### src/rtl/nfc_ctl_stat.sv
module nfc_ctl_stat #(
  parameter int DW      = 32,
  parameter int SW      = 13,
  parameter int RUN_BIT = 28
) (
  input  logic          clk,
  input  logic          rst_n,
  input  logic          bus_wr,
  input  logic [1:0]    bus_addr,
  input  logic [DW-1:0] bus_wdata,
  output logic [DW-1:0] rd_data,
  input  logic [SW-1:0] ev_pulse,
  input  logic          seq_take,
  output logic          seq_start,
  output logic [DW-1:0] seq_word0,
  output logic [DW-1:0] seq_word1,
  output logic [DW-1:0] seq_word2,
  output logic          irq
);
  localparam int MW = SW - 1;

  logic [DW-1:0] ctrl;
  logic [SW-1:0] stat;
  logic [1:0]    idx;
  logic          pend, ovf;

  wire run     = ctrl[RUN_BIT];
  wire wr_ctrl = bus_wr && bus_addr == 2'd0;
  wire wr_stat = bus_wr && bus_addr == 2'd1;
  wire wr_cmd  = bus_wr && bus_addr == 2'd2;
  wire wr_ovf  = bus_wr && bus_addr == 2'd3;
  wire done_ev = ev_pulse[8] | ev_pulse[7];
  wire req_set = wr_ctrl && bus_wdata[RUN_BIT] && !run;

  always_ff @(posedge clk) begin
    if (!rst_n) begin
      ctrl <= '0;
      stat <= '0;
    end else begin
      if (wr_ctrl) ctrl <= bus_wdata;
      if (done_ev) ctrl[RUN_BIT] <= 1'b0;
      stat <= (stat & ~(wr_stat ? bus_wdata[SW-1:0] : '0)) | ev_pulse
              | {{(SW-1){1'b0}}, req_set};
    end
  end

  always_ff @(posedge clk) begin
    if (!rst_n) begin
      idx <= '0; pend <= 1'b0; ovf <= 1'b0;
      seq_word0 <= '0; seq_word1 <= '0; seq_word2 <= '0;
    end else begin
      if (wr_ovf && bus_wdata[0]) ovf <= 1'b0;
      if (!run) begin
        idx  <= '0;
        pend <= 1'b0;
      end else begin
        if (seq_take) pend <= 1'b0;
        if (wr_cmd) begin
          if (pend) ovf <= 1'b1;
          else begin
            case (idx)
              2'd0:    seq_word0 <= bus_wdata;
              2'd1:    seq_word1 <= bus_wdata;
              default: seq_word2 <= bus_wdata;
            endcase
            if (idx == 2'd2) begin
              idx  <= '0;
              pend <= 1'b1;
            end else idx <= idx + 2'd1;
          end
        end
      end
    end
  end

  assign seq_start = pend;
  assign irq = |(stat[MW-1:0] & ~ctrl[MW-1:0]);

  always_comb begin
    case (bus_addr)
      2'd0:    rd_data = ctrl;
      2'd1:    rd_data = {{(DW-SW){1'b0}}, stat};
      2'd3:    rd_data = {{(DW-1){1'b0}}, ovf};
      default: rd_data = '0;
    endcase
  end

  a_r9_done_stops_run: assert property (@(posedge clk) disable iff (!rst_n)
    done_ev |=> !ctrl[RUN_BIT]);
  a_r3_event_wins: assert property (@(posedge clk) disable iff (!rst_n)
    (ev_pulse != '0) |=> ((stat & $past(ev_pulse)) == $past(ev_pulse)));
  a_r8_overflow_keeps_words: assert property (@(posedge clk) disable iff (!rst_n)
    (pend && run && wr_cmd) |=> (ovf && $stable(seq_word0) && $stable(seq_word1) && $stable(seq_word2)));
  a_r6_idle_no_start: assert property (@(posedge clk) disable iff (!rst_n)
    !run |=> !seq_start);
  a_r4_quiet_when_clear: assert property (@(posedge clk) disable iff (!rst_n)
    (stat[MW-1:0] == '0) |-> !irq);
  a_r5_run_raises_request: assert property (@(posedge clk) disable iff (!rst_n)
    req_set |=> stat[0]);
endmodule

### config.mk
export PLATFORM = sky130hd
export DESIGN_NAME = nfc_ctl_stat
export DESIGN_NICKNAME = d
export VERILOG_FILES = /design/src/rtl/nfc_ctl_stat.sv
export SDC_FILE = /design/constraint.sdc
export NUM_CORES = 1
export LEC_CHECK = 0
export BUFFER_PORTS_ARGS = -buffer_cell sky130_fd_sc_hd__buf_2
export CORE_MARGIN = 2
export CORE_UTILIZATION = 40
export CTS_BUF_LIST = sky130_fd_sc_hd__clkbuf_4 sky130_fd_sc_hd__clkbuf_8
export DETAILED_ROUTE_END_ITERATION = 8
export HOLD_SLACK_MARGIN = 0.1
export SYNTH_ARGS = -nofsm -noshare
export SYNTH_HDL_FRONTEND = slang
export SYNTH_SLANG_ARGS = --single-unit
### constraint.sdc
create_clock -name clk -period 1.65 [get_ports clk]
set_input_delay 0.165 -clock clk [delete_from_list [all_inputs] [get_ports clk]]
set_output_delay 0.165 -clock clk [all_outputs]
set_load 0.05 [all_outputs]
==> flow_summary.yaml <==
power:
  p_comb_share_pct: 9.1
  power_uw: 7160
  p_clk_share_pct: 41.0
  power_density_nw_per_um2: 895
  switching_share_pct: 23.9
  p_int_uw: 5450
  p_leak_uw: 0.00373
  p_sw_uw: 1710
  ir_drop_mv: 0.550
  seqPwrFrac_pct: 50.0
floorplanning:
  core_area_um2: 14400
  die_x_um: 125
  start_util_pct: 40.7
  placementRows: 44
  num_io_pins: 181
  die_h_um: 125
  die-area_um2: 15700
clock_network:
  clk-insertion-delay-late_ns: 0.43
  h-tree-depth: 4
  clockBufferDepth: 2
  root_buffer: "clkbuf_8"
  clkTransAtPathRegs_ns: 0.08
  cts_sinks: 145
  cts_buffers: 17
  cts_tree: "yes"
global_route:
  grt_max_degree: 65
  grt-ovfl-total: 0
  grtUsageTotal_pct: 20.4
  antenna_found_initial: 1
  grt_pass1_wl_mm: 25.9
  grt_pass1_vias: 5120
sta:
  finalClockSkew_ns: 0.00962
  setup_tns_ns: -0.120
  rsz0062_at_grt: "true"
  relSlewSlack_pct: 74.9
  fmax_ghz: 0.565
  min_period_over_period_pct: 107
  slew_viol_final: 0
  fin_crit_ns: 1.77
  hold_violations: 0
  holdWs_ns: 0.148
  tightest_slew_ns: 0.376
  timing.final.ws_setup_ns: -0.120
  setup_viol: 1
detailed_routing:
  drt-total-wl_mm: 16.1
  route.detailed.drc: 0
  vias: 5096
  wire_per_inst_um: 15.3
  viasPerCell: 4.83
  postRouteAntennaNets: 0
  firstDrtPassIters: 4
  dr.first_iter.drc_count: 252
yosys:
  synth.most_common_cell: "nand2_1"
  syn_area_per_cell_um2: 9.28
  ys_async_sr_fraction_pct: 0
  synth_flop_cell: "dfxtp_1"
  ys_ff_latch: 145
  synthCells: 633
  synthTopCellsByCount: "nand2_1, dfxtp_1, mux2i_1, a21boi_0, clkbuf_1"
  yosysTopAreaCell: "dfxtp_1"
  synth_enable_flop_cells: 0
  netlist.area_leader.share_pct: 49.4
  ys_warn_count: 0
  yosysSeqAreaShare_pct: 49.4
  syn-num-nets: 684
  post_synth_num_cell_types: 33
  ys_top_cells_by_area: "dfxtp_1, mux2i_1, nand2_1"
  syn_area_um2: 5880
worst_setup_path:
  crit_fanout: 2
  critPathLaunchType: "register"
  path_cells: "nor2b_4 > a2111oi_4 > buf_4 > nand3_4 > buf_8"
  cpLargestDelayFamily: "buffers and inverters"
  cpMaxStageDelayCell: "dfxtp_2"
  required_ns: 1.48
  crit_arrival_ns: 1.60
  path_class: "register to output port"
  worst-path-buf-inv: 2
  max_stage_delay_ns: 0.32
  cp-end-kind: "output port"
cells_and_area:
  diodes: 0
  finish.utilization_pct: 55.5
  layout-drive-gt1-share_pct: 28.6
  synthToLayoutAreaGrowth_pct: 36.2
  final_nets: 909
placement:
  place_congestion: 0.825
  port_buffers: 180
  dp_hpwl_mm: 11.1
  pre_cts_slack_ns: 0.103
run_status:
  status: "complete, but fails checks"
  violations: "setup timing"
hold_path:
  hold_path_class: "primary input to register"
flow_run:
  max-cap-violations: 0
[worst min-delay path: stages]
cell     delay [ns]
buf_2          0.10
buf_4          0.19
a21oi_1        0.08
[placed cells by master (no fill, tap or decap), drive strengths merged, types with 2 or more instances in the layout]
master       Yosys  layout
dlygate4sd3      0      48
clkinv           0       7
o21ai           13      13
a31oi           12      12
nor2b            9       9
nor3b            3       3
bufinv           0       3
inv             15      16
clkbuf          24      21
nand3b           2       2
nand2          194     194
buf             20     202
and2            19      19
a2111oi          3       3
a21boi          32      32
dfxtp          145     145
nor2            15      15
a21oi            3       3
mux2i          111     111
nand3            3       3
[per-stage QoR]
step,instances,instance area (um^2)
finish,1055,8000
detailed placement,973,6990
global route,1055,8000
global placement,973,6990
CTS,1054,7950
floorplan,633,5880
[worst paths after layout]
kind / from / to / slack, ns / cells after the start
worst max register to register: seq_start / seq_word1[17] / 0.16 / 4
worst min register to register: ctrl[24] / ctrl[24] / 0.45 / 2
worst min-delay path: bus_addr[0] / ovf / 0.15 / 3
worst max-delay path: stat[11] / irq / -0.12 / 5
[registers in the layout, indices dropped and copies added, names as in the netlist]
| name | flops |
|---|---|
| seq_word2 | 32 |
| ovf | 1 |
| seq_word1 | 32 |
| idx | 2 |
| stat | 13 |
| ctrl | 32 |
| seq_start | 1 |
| seq_word0 | 32 |
[cell families (layout without fill, tap and decap cells)]
logic type / count (synthesis) / in the layout / synth area share, %
muxes: 111 / 111 / 18.9
buffers and inverters: 59 / 297 / 5.71
AOI/OAI and AO/OA: 65 / 65 / 7.50
DFF: 145 / 145 / 49.4
and+or+nand+nor: 253 / 253 / 18.5
[area by class of cell]
type / instances / area, um^2
multi-input cells: 429 / 2730
flip-flops and latches: 145 / 2910
clock buffers: 21 / 283
inverters: 15 / 56.3
fillers: 1319 / 6420
well taps: 184 / 230
clock inverters: 11 / 134
repair buffers: 250 / 1660
[power by group through the flow]
stage	clock, uW	sequential [uW]	combinational (uW)
after detailed placement	0	3660	513
after CTS	3000	3580	628
after global routing	3170	3590	702
final	2930	3580	648
after global placement	0	3650	503
after floorplan	0	3650	308
[repair_timing]
action / CTS / global route
pin swaps: 1 / 3
gates resized for setup: 14 / 8
buffers inserted: 1 / 1
endpoints found under the hold margin: 137 / 0
gates cloned: 0 / 0
setup endpoints to repair: 1 / 1
hold buffers: 48 / 0
[routing by layer]
| layer | share of wire (%) | GRT usage (%) | wire [um] | up-vias |
|---|---|---|---|---|
| met5 | 0.081 | 0 | 13 | - |
| met4 | 1.8 | 7.32 | 289 | 2 |
| met3 | 5.7 | 5.48 | 913 | 25 |
| met2 | 47 | 33.6 | 7630 | 136 |
| met1 | 45 | 25.9 | 7280 | 2403 |
| li1 | - | - | - | 2530 |
Power figures use the tool's default switching activity.
